### src/rtl/strap_id_pkg.sv
package strap_id_pkg;
   typedef enum logic [1:0] {
      TOPO_SINGLE = 2'd0,
      TOPO_DUAL   = 2'd1,
      TOPO_QUAD   = 2'd2,
      TOPO_RSVD   = 2'd3
   } topo_e;
endpackage

### src/rtl/strap_decode.sv
module strap_decode
   import strap_id_pkg::*;
#(
   parameter int CLUSTER_W = 2,
   parameter int PKG_W     = 2,
   parameter int REQ_W     = 3
) (
   input  logic [CLUSTER_W-1:0] addr_strap_n_i,
   input  logic [REQ_W-1:0]     req_strap_n_i,
   input  topo_e                topo_i,
   output logic [CLUSTER_W-1:0] cluster_o,
   output logic [PKG_W-1:0]     pkg_o,
   output logic                 err_o
);
   generate
      if (REQ_W >= (1 << PKG_W)) begin : g_bad_req
         $error("strap_decode: REQ_W too large for PKG_W");
      end
   endgenerate

   logic [REQ_W-1:0] req_low;
   assign req_low   = ~req_strap_n_i;
   // cluster code is the inverted electrical value
   assign cluster_o = ~addr_strap_n_i;

   always_comb begin
      pkg_o = '0;
      err_o = 1'b0;
      unique case (topo_i)
         TOPO_DUAL: pkg_o = PKG_W'(req_low[0]);
         TOPO_QUAD: begin
            if ($countones(req_low) > 1) begin
               err_o = 1'b1;
            end else begin
               for (int k = 0; k < REQ_W; k++) begin
                  if (req_low[k]) pkg_o = PKG_W'(REQ_W - k);
               end
            end
         end
         default: pkg_o = '0;
      endcase
   end
endmodule

### src/rtl/id_regfile.sv
module id_regfile #(
   parameter int NUM_LP = 2,
   parameter int ID_W   = 5,
   parameter int SEL_W  = 1
) (
   input  logic                   clk,
   input  logic                   rst_n,
   input  logic                   load_i,
   input  logic [NUM_LP*ID_W-1:0] init_i,
   input  logic [NUM_LP-1:0]      lp_en_i,
   input  logic                   wr_en_i,
   input  logic [SEL_W-1:0]       wr_sel_i,
   input  logic [ID_W-1:0]        wr_data_i,
   input  logic [SEL_W-1:0]       rd_sel_i,
   output logic [ID_W-1:0]        rd_data_o
);
   generate
      if (NUM_LP != (1 << SEL_W)) begin : g_bad_sel
         $error("id_regfile: NUM_LP must equal 2**SEL_W");
      end
   endgenerate

   logic [ID_W-1:0] id_q [NUM_LP];

   generate
      for (genvar g = 0; g < NUM_LP; g++) begin : g_reg
         always_ff @(posedge clk or negedge rst_n) begin
            if (!rst_n) begin
               id_q[g] <= '0;
            end else if (load_i) begin
               id_q[g] <= init_i[g*ID_W +: ID_W];
            end else if (wr_en_i && (wr_sel_i == SEL_W'(g)) && lp_en_i[g]) begin
               id_q[g] <= wr_data_i;
            end
         end


         absent_zero_chk: assert property (@(posedge clk) disable iff (!rst_n)
            (!lp_en_i[g] && !load_i) |-> (id_q[g] == '0));
      end
   endgenerate

   always_ff @(posedge clk or negedge rst_n) begin
      if (!rst_n) rd_data_o <= '0;
      else        rd_data_o <= id_q[rd_sel_i];
   end


   wr_lands_chk: assert property (@(posedge clk) disable iff (!rst_n)
      (wr_en_i && !load_i && lp_en_i[wr_sel_i]) |=> (id_q[$past(wr_sel_i)] == $past(wr_data_i)));
endmodule

### src/rtl/strap_id_assign.sv
module strap_id_assign
   import strap_id_pkg::*;
#(
   parameter int CLUSTER_W = 2,
   parameter int PKG_W     = 2,
   parameter int LP_W      = 1,
   parameter int REQ_W     = 3,
   localparam int NUM_LP   = 1 << LP_W,
   localparam int AGENT_W  = PKG_W + LP_W,
   localparam int ID_W     = CLUSTER_W + PKG_W + LP_W
) (
   input  logic                      clk,
   input  logic                      rst_n,
   input  logic [CLUSTER_W-1:0]      addr_strap_n,
   input  logic [REQ_W-1:0]          req_strap_n,
   input  logic [1:0]                topo_sel,
   input  logic                      mt_en,
   input  logic                      wr_en,
   input  logic [LP_W-1:0]           wr_sel,
   input  logic [ID_W-1:0]           wr_data,
   input  logic [LP_W-1:0]           rd_sel,
   output logic [ID_W-1:0]           rd_data,
   output logic [CLUSTER_W-1:0]      cluster_o,
   output logic [PKG_W-1:0]          pkg_o,
   output logic [NUM_LP*AGENT_W-1:0] agent_id_o,
   output logic [NUM_LP-1:0]         lp_en_o,
   output logic                      strap_err_o
);
   generate
      if (CLUSTER_W < 1 || PKG_W < 1 || LP_W < 1) begin : g_bad_w
         $error("strap_id_assign: field widths must be at least 1");
      end
   endgenerate

   logic [CLUSTER_W-1:0] cluster_d, cluster_q;
   logic [PKG_W-1:0]     pkg_d, pkg_q;
   logic                 err_d, err_q, mt_q, armed_q;
   topo_e                topo_q;
   logic [NUM_LP*ID_W-1:0] init_w;

   strap_decode #(.CLUSTER_W(CLUSTER_W), .PKG_W(PKG_W), .REQ_W(REQ_W)) u_dec (
      .addr_strap_n_i (addr_strap_n),
      .req_strap_n_i  (req_strap_n),
      .topo_i         (topo_e'(topo_sel)),
      .cluster_o      (cluster_d),
      .pkg_o          (pkg_d),
      .err_o          (err_d)
   );

   // one-shot capture on the first edge after reset release
   always_ff @(posedge clk or negedge rst_n) begin
      if (!rst_n) begin
         armed_q   <= 1'b1;
         cluster_q <= '0;
         pkg_q     <= '0;
         err_q     <= 1'b0;
         mt_q      <= 1'b0;
         topo_q    <= TOPO_SINGLE;
      end else if (armed_q) begin
         armed_q   <= 1'b0;
         cluster_q <= cluster_d;
         pkg_q     <= pkg_d;
         err_q     <= err_d;
         mt_q      <= mt_en;
         topo_q    <= topo_e'(topo_sel);
      end
   end

   generate
      for (genvar i = 0; i < NUM_LP; i++) begin : g_lp
         assign init_w[i*ID_W +: ID_W] = (mt_en || i == 0) ?
            {cluster_d, pkg_d, LP_W'(i)} : '0;
         if (i == 0) begin : g_lp0
            assign agent_id_o[0 +: AGENT_W] = mt_q ? {pkg_q, LP_W'(0)} : AGENT_W'(pkg_q);
            assign lp_en_o[0] = !armed_q;
         end else begin : g_lpn
            assign agent_id_o[i*AGENT_W +: AGENT_W] = mt_q ? {pkg_q, LP_W'(i)} : '0;
            assign lp_en_o[i] = !armed_q && mt_q;
         end
      end
   endgenerate

   assign cluster_o   = cluster_q;
   assign pkg_o       = pkg_q;
   assign strap_err_o = err_q;

   id_regfile #(.NUM_LP(NUM_LP), .ID_W(ID_W), .SEL_W(LP_W)) u_regs (
      .clk       (clk),
      .rst_n     (rst_n),
      .load_i    (armed_q),
      .init_i    (init_w),
      .lp_en_i   (lp_en_o),
      .wr_en_i   (wr_en),
      .wr_sel_i  (wr_sel),
      .wr_data_i (wr_data),
      .rd_sel_i  (rd_sel),
      .rd_data_o (rd_data)
   );


   capture_hold_chk: assert property (@(posedge clk) disable iff (!rst_n)
      !armed_q |=> ($stable(cluster_q) && $stable(pkg_q) && $stable(err_q) && $stable(mt_q)));

   err_pkg_chk: assert property (@(posedge clk) disable iff (!rst_n)
      err_q |-> (pkg_q == '0 && topo_q == TOPO_QUAD));

   single_pkg_chk: assert property (@(posedge clk) disable iff (!rst_n)
      (!armed_q && (topo_q == TOPO_SINGLE || topo_q == TOPO_RSVD)) |-> (pkg_q == '0));

   dual_pkg_chk: assert property (@(posedge clk) disable iff (!rst_n)
      (!armed_q && topo_q == TOPO_DUAL) |-> (pkg_q <= PKG_W'(1)));
endmodule

### config.mk
export PLATFORM = sky130hd
export DESIGN_NAME = strap_id_assign
export DESIGN_NICKNAME = d
export VERILOG_FILES = /design/src/rtl/strap_id_pkg.sv /design/src/rtl/strap_decode.sv /design/src/rtl/id_regfile.sv /design/src/rtl/strap_id_assign.sv
export SDC_FILE = /design/constraint.sdc
export NUM_CORES = 1
export LEC_CHECK = 0
export BUFFER_PORTS_ARGS = -buffer_cell sky130_fd_sc_hd__clkbuf_2
export CAP_MARGIN = 20
export CORE_MARGIN = 3
export CORE_UTILIZATION = 53
export DETAILED_ROUTE_END_ITERATION = 16
export PLACE_DENSITY = 0.83
export SLEW_MARGIN = 20
export SYNTH_ARGS = -nofsm -noshare
export SYNTH_HDL_FRONTEND = slang
export SYNTH_SLANG_ARGS = --single-unit
### constraint.sdc
create_clock -name clk -period 2.78 [get_ports clk]
set_input_delay 0.278 -clock clk [delete_from_list [all_inputs] [get_ports clk]]
set_output_delay 0.278 -clock clk [all_outputs]
set_load 0.02 [all_outputs]
==> run_results.csv, run 1 <==
group,metric,value,unit
critical_path,regToRegStartpoint,"armed_q",
die,die_height,51.5,microns
critical_path,reg2reg_to,"u_regs.id_q[2]",
logic_synthesis,synthesized_net_count,118,
critical_path,timing_worst_setup_path_type,"reg2out",
sta,postLayoutSetupSlackWorst,964,ps
power,power.share.clock,33.1,%
drt,first_iter_violations,6,
power,p_comb_share,17.2,%
worst_hold_path,hold_path_class,"in2reg",
logic_synthesis,unique_masters_post_synth,28,
outcome,outcome,"complete, no violations",
sta,timing.final.crit_period,1820,ps
placed_design,place.detailed.instances,150,
critical_path,ff2ff_setup_slack,1370,ps
logic_synthesis,proportion_of_synthesized_chip_area_in_sequential_cells,50.4,%
sta,setup-violations-final,0,
clock_network,htreeDepth,1,
critical_path,crit_arrival,1540,ps
drt,ant_nets,0,
global_routing,grt.overflow.total,0,
drt,avgViaCountPerCell,5.01,
drt,route.final.wire_length,2010,microns
clock_network,cts_setup_buffers,0,
sta,report.final.slew_viol_count,0,
die,core_region_area,1840,sq um
final_layout,flow.area_growth_from_synthesis,20.7,%
placed_design,place_hpwl,1630,microns
logic_synthesis,avgSynthCellArea,11.5,sq um
sta,fin_setup_tns,0,ps
placed_design,placed_area,1260,sq um
placed_design,place_ws,1300,ps
final_layout,leading_cell_type_in_the_layout_fill_and_taps_excluded,"sky130_fd_sc_hd__clkbuf_2",
worst_hold_path,hold_path.startpoint,"addr_strap_n[1]",
placed_design,gp_congestion,0.726,
final_layout,antenna-diode-count,0,
sta,skew,4.03,ps
logic_synthesis,synth_seq_cells,22,
power,power.share.sequential,49.6,%
clock_network,tritoncts.num_buffers,3,
final_layout,stdcell_area,1320,sq um
die,start_util,59.5,%
placed_design,numPortBuffers,35,
clock_network,clk_latency,300,ps
sta,grt_setup_unrepaired,"no",
global_routing,grt_pass1_wl,3420,microns
final_layout,mostFrequentLayoutCells,"35 x sky130_fd_sc_hd__clkbuf_2, 21 x sky130_fd_sc_hd__dfrtp_1, 11 x sky130_fd_sc_hd__mux2i_1",
sta,share_of_the_cycle_needed_by_the_critical_path_after_routing,65.3,%
drt,first_pass_iters,4,
clock_network,clock_input_transition_at_the_sequential_cells_of_the_worst_setup_and_hold_paths,120,ps
drt,drt_drc_violations_left,0,
power,switching_share,25.5,%
critical_path,crit_path_end_kind,"output pin",
clock_network,clock-root-buffer,"sky130_fd_sc_hd__clkbuf_4",
sta,max-slew-margin-rel,65.2,%
worst_hold_path,worstHoldEndpoint,"u_regs.id_q[4]",
final_layout,layout.cells.non_filler,155,
critical_path,startpoint_type_of_the_worst_setup_path,"flop",
power,post-layout-total-power,0.733,mW
final_layout,utilization,71.8,%
run,maxCapViolCount,0,
global_routing,first_global_vias,804,
sta,final.hold.worst_slack,166,ps
critical_path,worstPathMaxFanout,18,
drt,routed_via_count,777,
critical_path,cp_data_required_time,2500,ps
clock_network,cts.sinks,22,
logic_synthesis,synth_area,1090,sq um
sta,tightest_slew,522,ps
power,powerDensity,554,nW/um^2
die,die_x,51.5,microns
die,num_rows,15,
global_routing,pin_count_of_the_biggest_net_entering_global_routing,23,
final_layout,post_route_cells_drive_above_1_share,36.2,%
power,max-vdd-ir-drop,0.000362,V
clock_network,tritoncts,"done",
sta,max_freq,551,MHz
sta,finalHoldViolations,0,
clock_network,longest_clk_path_bufs,2,
power,netSwitchingPower,0.187,mW
drt,drt-wirelength-per-cell,12.9,microns
die,fp.dieArea,2650,sq um
worst_hold_path,number_of_cells_on_the_worst_hold_path,2,
die,design.portCount,36,
logic_synthesis,count_of_yosys_warnings_during_synthesis,0,
global_routing,grt_antenna_before_repair,0,
logic_synthesis,post_synth_inst_count,95,
global_routing,grt_usage,17.3,%
power,cellLeakagePower,0.757,nW
final_layout,layout.nets,154,
critical_path,reg2regPathDepth,3,
power,cell_int_power,0.546,mW
worst max-delay path, stage by stage (launching register included):
cell and delay [ps]:
sky130_fd_sc_hd__dfstp_2 730, sky130_fd_sc_hd__clkinv_1 280, sky130_fd_sc_hd__clkbuf_2 220
metal layers:
| metal | vias up | routed length (microns) | GRT usage [%] |
|---|---|---|---|
| met3 | 2 | 99 | 3.50 |
| met5 | - | 0 | 0 |
| met4 | 0 | 15 | 6.55 |
| met1 | 366 | 791 | 19.0 |
| li1 | 390 | - | - |
| met2 | 19 | 1100 | 32.2 |
power groups by stage:
stage	Sequential, mW	Clock [mW]	Combinational, mW
floorplan	0.380	0	0.0678
global placement	0.369	0	0.123
detailed placement	0.370	0	0.127
CTS	0.364	0.245	0.129
global route	0.369	0.253	0.139
finish	0.363	0.243	0.126
worst max path at each step:
stage                      from        endpoint  slack [ps]  cells after the start
finish                  armed_q      lp_en_o[0]         960                      2
detailed placement  topo_sel[0]        pkg_o[0]        1300                      6
global route            armed_q      lp_en_o[0]         850                      2
CTS                     armed_q      lp_en_o[0]         950                      2
floorplan               armed_q  u_regs.id_q[0]        1520                      4
global placement        armed_q      lp_en_o[0]        1310                      2
cells by family (layout without fill, tap and decap cells):
kind of cell	after synthesis	in the layout	synth area share, %
other cells	1	1	0.343
fa+ha+maj	5	5	5.71
flops	22	22	50.4
simple gates	21	21	12.2
mux	17	17	16.2
buf+inv	14	49	6.97
compound gates	15	15	8.11
timing repair:
item / in CTS / in global routing
setup endpoints to repair: 0 / 0
gates resized for setup: 0 / 0
endpoints found under the hold margin: 21 / 0
hold buffers: 1 / 0
registers in the layout (all words and copies together), names as in the netlist:
register          count
mt_q                  1
u_regs.rd_data_o      5
pkg_o                 2
u_regs.id_q          10
strap_err_o           1
armed_q               1
cluster_o             2
layout make-up:
type,count,area (sq um)
clock buffers,3,22.5
clock inverters,1,30.0
flip-flops and latches,22,552
inverters,9,33.8
fillers,143,518
multi-input cells,59,467
repair buffers,36,185
well taps,25,31.3
cells in the mapped netlist, drive strengths merged:
cell | instances | area share [%]
a21boi | 1 | 0.69
a21o | 1 | 0.69
a21oi | 2 | 0.91
a32oi | 1 | 0.80
and2 | 2 | 1.1
and2b | 1 | 0.69
buf | 5 | 3.9
clkinv | 1 | 0.34
conb | 1 | 0.34
dfrtp | 21 | 48
dfstp | 1 | 2.4
ha | 5 | 5.7
inv | 8 | 2.7
mux2 | 6 | 6.2
mux2i | 11 | 10
nand2 | 3 | 1.0
nand2b | 6 | 3.4
nand3 | 1 | 0.46
nand3b | 1 | 0.69
nand4b | 1 | 2.2
nor2 | 4 | 1.4
nor2b | 1 | 0.57
nor3b | 1 | 0.69
o21ai | 6 | 2.7
o22ai | 4 | 2.3
Power figures use the tool's default switching activity.
==> run 2, diff against run 1 <==
--- a/config.mk
+++ b/config.mk
@@ -8,9 +8,9 @@
 export BUFFER_PORTS_ARGS = -buffer_cell sky130_fd_sc_hd__clkbuf_2
 export CAP_MARGIN = 20
 export CORE_MARGIN = 3
-export CORE_UTILIZATION = 53
+export CORE_UTILIZATION = 44
 export DETAILED_ROUTE_END_ITERATION = 16
-export PLACE_DENSITY = 0.83
+export PLACE_DENSITY = 0.74
 export SLEW_MARGIN = 20
 export SYNTH_ARGS = -nofsm -noshare
 export SYNTH_HDL_FRONTEND = slang
==> constraint.sdc (replaced) <==
create_clock -name clk -period 1.6 [get_ports clk]
set_input_delay 0.16 -clock clk [delete_from_list [all_inputs] [get_ports clk]]
set_output_delay 0.16 -clock clk [all_outputs]
set_load 0.02 [all_outputs]
==> run 2 against run 1 <==
  * Critical path depth is the same
  * Non-clock buffer count grew 1
  * Largest power group unchanged
  * Cell count grew 2.6%
  * Register-to-register slack lost 1100 ps
  * Clock skew grew 2.3 ps
  * Wire length grew 9.0%
  * Highest routed layer unchanged
==> run_results.csv, run 2 (synthesis gave the netlist of run 1 again) <==
group,metric,value,unit
outcome,outcome,"complete, no violations",
placed_design,place.detailed.instances,154,
clock_network,tritoncts,"done",
power,cellLeakagePower,0.757,nW
sta,timing.final.crit_period,1520,ps
sta,finalHoldViolations,0,
placed_design,numPortBuffers,35,
final_layout,layout.cells.non_filler,159,
sta,tightest_slew,544,ps
worst_hold_path,hold_path_class,"in2reg",
drt,drt-wirelength-per-cell,13.8,microns
drt,first_pass_iters,4,
clock_network,clock_input_transition_at_the_sequential_cells_of_the_worst_setup_and_hold_paths,120,ps
final_layout,largest_register_ff_count,10,
die,core_region_area,2280,sq um
critical_path,cpLargestDelayFamily,"flip-flops",
clock_network,clk_latency,300,ps
die,fp.dieArea,3120,sq um
sta,final.hold.worst_slack,57.7,ps
final_layout,layout.nets,155,
drt,ant_nets,0,
final_layout,leading_cell_type_in_the_layout_fill_and_taps_excluded,"sky130_fd_sc_hd__clkbuf_2",
critical_path,critPathMaxStageDelay,520,ps
power,max-vdd-ir-drop,0.000583,V
global_routing,first_global_vias,838,
global_routing,grt_usage,15.0,%
die,num_rows,17,
sta,fin_setup_tns,0,ps
drt,avgViaCountPerCell,4.97,
die,design.portCount,36,
critical_path,crit_path_end_kind,"output pin",
final_layout,flow.area_growth_from_synthesis,20.3,%
sta,max-slew-margin-rel,63.7,%
critical_path,startpoint_type_of_the_worst_setup_path,"flop",
sta,skew,6.33,ps
clock_network,htreeDepth,1,
clock_network,cts.sinks,22,
sta,max_freq,658,MHz
final_layout,largestRegisters,"u_regs.id_q (10), u_regs.rd_data_o (5)",
critical_path,crit_arrival,1360,ps
placed_design,place_ws,238,ps
clock_network,tritoncts.num_buffers,3,
final_layout,utilization,57.9,%
placed_design,gp_congestion,0.719,
drt,route.final.wire_length,2190,microns
critical_path,crit_path_top_delay_cell,"sky130_fd_sc_hd__dfrtp_1",
critical_path,worstPathMaxFanout,8,
global_routing,grt_pass1_wl,3750,microns
sta,share_of_the_cycle_needed_by_the_critical_path_after_routing,94.9,%
die,die_height,55.9,microns
sta,report.final.slew_viol_count,0,
final_layout,post_route_cells_drive_above_1_share,37.4,%
critical_path,cp_data_required_time,1440,ps
global_routing,grt_antenna_before_repair,0,
run,maxCapViolCount,0,
critical_path,critical_path_cell_by_cell,"mux2_2 -> clkbuf_2",
final_layout,max_flop_register,"u_regs.id_q",
placed_design,place_hpwl,1720,microns
global_routing,grt.overflow.total,0,
die,die_x,55.9,microns
final_layout,mostFrequentLayoutCells,"35 x sky130_fd_sc_hd__clkbuf_2, 21 x sky130_fd_sc_hd__dfrtp_1, 11 x sky130_fd_sc_hd__mux2i_1",
final_layout,antenna-diode-count,0,
sta,setup-violations-final,0,
global_routing,pin_count_of_the_biggest_net_entering_global_routing,23,
sta,postLayoutSetupSlackWorst,81.0,ps
critical_path,crit_buf_inv,1,
sta,grt_setup_unrepaired,"no",
drt,drt_drc_violations_left,0,
drt,routed_via_count,791,
critical_path,timing_worst_setup_path_type,"reg2out",
die,start_util,48.1,%
power,powerDensity,879,nW/um^2
clock_network,longest_clk_path_bufs,2,
clock_network,clock-root-buffer,"sky130_fd_sc_hd__clkbuf_4",
drt,first_iter_violations,8,
## run 2: worst register-to-register path, stage by stage (launching register included)
cell	delay, ps
sky130_fd_sc_hd__dfstp_2	640
sky130_fd_sc_hd__buf_4	200
sky130_fd_sc_hd__nand2_1	170
sky130_fd_sc_hd__o22ai_1	200
## run 2: final cells by class
| cell class | instances | area (sq um) |
|---|---|---|
| multi-input cells | 59 | 467 |
| clock buffers | 4 | 36.3 |
| repair buffers | 37 | 193 |
| well taps | 28 | 35.0 |
| inverters | 9 | 35.0 |
| flip-flops and latches | 22 | 552 |
| fillers | 201 | 958 |
## run 2: power breakdown
group / total [mW] / switching (mW) / internal [mW]
Combinational: 0.228 / 0.132 / 0.0957
Clock: 0.299 / 0.160 / 0.139
Sequential: 0.630 / 0.0288 / 0.601
Total: 1.16 / 0.322 / 0.836
## run 2: worst paths after layout
check / startpoint / endpoint / slack, ps / cells past startpoint
min: addr_strap_n[1] / u_regs.id_q[4] / 60 / 2
max in group asynchronous: rst_n / armed_q / 870 / 2
max: mt_q / agent_id_o[1] / 80 / 2
min reg2reg: strap_err_o / strap_err_o / 500 / 1
max reg2reg: armed_q / u_regs.id_q[2] / 310 / 3
min in group asynchronous: rst_n / u_regs.id_q[1] / 360 / 2
## run 2: per-stage QoR
step	total power [mW]	area (sq um)
4_1_cts	1.17	1320
2_1_floorplan	0.778	1090
5_1_grt	1.22	1320
3_5_place_dp	0.871	1270
6_report	1.16	1320
3_3_place_gp	0.859	1270
## run 2: what timing repair did
item,in CTS,in global routing
endpoints found under the setup margin,1,0
hold buffers,1,0
endpoints found under the hold margin,21,0
gates resized for setup,1,0
setup buffers,0,0
## run 2: routing by layer
| metal | track usage, % | up-vias | share of wire [%] |
|---|---|---|---|
| li1 | - | 391 | - |
| met1 | 18.2 | 379 | 41 |
| met2 | 26.2 | 17 | 52 |
| met3 | 2.78 | 4 | 4.4 |
| met4 | 5.76 | 0 | 1.5 |
| met5 | 0 | - | 0 |
==> run 3, diff against run 2 <==
--- a/config.mk
+++ b/config.mk
@@ -8,9 +8,9 @@
 export BUFFER_PORTS_ARGS = -buffer_cell sky130_fd_sc_hd__clkbuf_2
 export CAP_MARGIN = 20
 export CORE_MARGIN = 3
-export CORE_UTILIZATION = 44
+export CORE_UTILIZATION = 40
 export DETAILED_ROUTE_END_ITERATION = 16
-export PLACE_DENSITY = 0.74
+export PLACE_DENSITY = 0.68
 export SLEW_MARGIN = 20
 export SYNTH_ARGS = -nofsm -noshare
 export SYNTH_HDL_FRONTEND = slang
==> run 3 against run 2 <==
  * Fmax grew 0.38%
  * Clock skew down 2.2 ps
  * Die area rose by 8.9%
  * Final area is 0.38% higher
  * Critical path type unchanged
==> run_results.csv, run 3 (synthesis gave the netlist of run 1 again) <==
group,metric,value,unit
outcome,outcome,"complete, no violations",
drt,first_pass_iters,4,
drt,met3_wirelength,98,microns
power,switching_share,27.8,%
worst_hold_path,hold_path_class,"in2reg",
run,maxCapViolCount,0,
final_layout,largest_register_ff_count,10,
power,max-vdd-ir-drop,0.000528,V
power,p_comb_share,19.3,%
clock_network,clk_latency,300,ps
sta,share_of_the_cycle_needed_by_the_critical_path_after_routing,94.6,%
global_routing,grt_antenna_before_repair,0,
drt,route.final.wire_length,2060,microns
die,die_x,58.3,microns
final_layout,utilization,52.0,%
critical_path,critical_path_cell_by_cell,"clkinvlp_4 -> clkbuf_2",
sta,grt_setup_unrepaired,"no",
die,design.portCount,36,
placed_design,numPortBuffers,35,
sta,setup-violations-final,0,
clock_network,cts.sinks,22,
final_layout,flow.area_growth_from_synthesis,20.8,%
placed_design,placed_area,1270,sq um
global_routing,grt.overflow.total,0,
clock_network,cts_setup_buffers,0,
power,post-layout-total-power,1.16,mW
worst_hold_path,hold_path.startpoint,"addr_strap_n[1]",
critical_path,critPathMaxStageDelay,650,ps
critical_path,worstPathMaxFanout,8,
die,fp.dieArea,3400,sq um
sta,timing.final.crit_period,1510,ps
placed_design,place_hpwl,1580,microns
die,start_util,43.0,%
drt,routed_via_count,791,
sta,max-slew-margin-rel,64.7,%
critical_path,cp_data_required_time,1440,ps
clock_network,tritoncts,"done",
sta,max_freq,661,MHz
sta,report.final.slew_viol_count,0,
final_layout,stdcell_area,1320,sq um
worst_hold_path,worstHoldEndpoint,"u_regs.id_q[4]",
drt,drt_drc_violations_left,0,
final_layout,leading_cell_type_in_the_layout_fill_and_taps_excluded,"sky130_fd_sc_hd__clkbuf_2",
drt,avgViaCountPerCell,4.91,
final_layout,largestRegisters,"u_regs.id_q (10), u_regs.rd_data_o (5)",
final_layout,post_route_cells_drive_above_1_share,37.4,%
die,num_rows,18,
final_layout,max_flop_register,"u_regs.id_q",
global_routing,pin_count_of_the_biggest_net_entering_global_routing,23,
clock_network,htreeDepth,1,
final_layout,antenna-diode-count,0,
final_layout,layout.nets,155,
critical_path,crit_path_end_kind,"output pin",
drt,drt-wirelength-per-cell,12.8,microns
critical_path,reg2regPathDepth,3,
power,cellLeakagePower,0.753,nW
critical_path,startpoint_type_of_the_worst_setup_path,"flop",
sta,tightest_slew,530,ps
drt,met2_length,1020,microns
power,powerDensity,875,nW/um^2
die,die_height,58.3,microns
die,core_region_area,2540,sq um
power,cell_int_power,0.836,mW
sta,finalHoldViolations,0,
power,power.share.clock,26.2,%
drt,ant_nets,0,
clock_network,longest_clk_path_bufs,2,
clock_network,tritoncts.num_buffers,3,
clock_network,clock-root-buffer,"sky130_fd_sc_hd__clkbuf_4",
sta,fin_setup_tns,0,ps
placed_design,gp_congestion,0.739,
sta,skew,4.17,ps
critical_path,ff2ff_setup_slack,290,ps
drt,first_iter_violations,17,
critical_path,timing_worst_setup_path_type,"reg2out",
power,power.share.sequential,54.4,%
global_routing,first_global_vias,772,
global_routing,grt_usage,13.3,%
drt,met1_length,914,microns
critical_path,regToRegStartpoint,"armed_q",
drt,highest-signal-layer,"met4",
clock_network,clock_input_transition_at_the_sequential_cells_of_the_worst_setup_and_hold_paths,120,ps
critical_path,reg2reg_to,"u_regs.id_q[4]",
global_routing,grt_pass1_wl,3450,microns
critical_path,crit_path_top_delay_cell,"sky130_fd_sc_hd__dfstp_2",
power,netSwitchingPower,0.321,mW
worst_hold_path,number_of_cells_on_the_worst_hold_path,2,
final_layout,mostFrequentLayoutCells,"35 x sky130_fd_sc_hd__clkbuf_2, 21 x sky130_fd_sc_hd__dfrtp_1, 11 x sky130_fd_sc_hd__mux2i_1",
critical_path,crit_arrival,1350,ps
-- run 3: what timing repair did --
action,in CTS,in global routing
resized for setup,0,1
setup endpoints to repair,0,1
endpoints found under the hold margin,21,0
hold buffers,1,0
-- run 3: area by class of cell --
type	instances	area, sq um
multi-input combinational	59	467
clock buffer	4	36.3
fill	243	1220
sequential	22	552
tap	30	37.5
inverter	9	37.5
timing repair buffer	37	193
-- run 3: power groups by stage --
stage          registers [mW]  logic (mW)  clock network (mW)
4_1_cts                 0.629       0.228               0.311
5_1_grt                 0.637       0.247               0.338
3_5_place_dp            0.640       0.224                   0
3_3_place_gp            0.638       0.222                   0
2_1_floorplan           0.661       0.118                   0
6_report                0.630       0.224               0.303
-- run 3: worst max path at each step --
| stage | start | end | slack, ps | cells past startpoint |
|---|---|---|---|---|
| floorplan | armed_q | u_regs.id_q[0] | 340 | 4 |
| global route | armed_q | lp_en_o[0] | 5 | 2 |
| global placement | topo_sel[0] | u_regs.id_q[2] | 350 | 6 |
| CTS | armed_q | lp_en_o[0] | 40 | 2 |
| finish | armed_q | lp_en_o[0] | 90 | 2 |
| detailed placement | topo_sel[0] | pkg_o[1] | 300 | 6 |
-- run 3: stage by stage --
stage	std cells	setup slack, ps	hold WS, ps
CTS	161	35.9	57.8
finish	161	86.7	61.2
global placement	156	351	158
detailed placement	156	298	164
floorplan	95	344	-136
global route	161	5.30	54.4
-- run 3: worst max-delay path: cells and delay by family, from the launching register on --
| family | cells | cell delay (ps) |
|---|---|---|
| flops | 1 | 650 |
| buf+inv | 2 | 400 |
-- run 3: routing by layer --
metal  track usage (%)  vias to the layer above
li1                  -                      391
met2              22.0                       17
met4              5.96                        0
met3              2.63                        4
met5                 0                        -
met1              16.7                      379
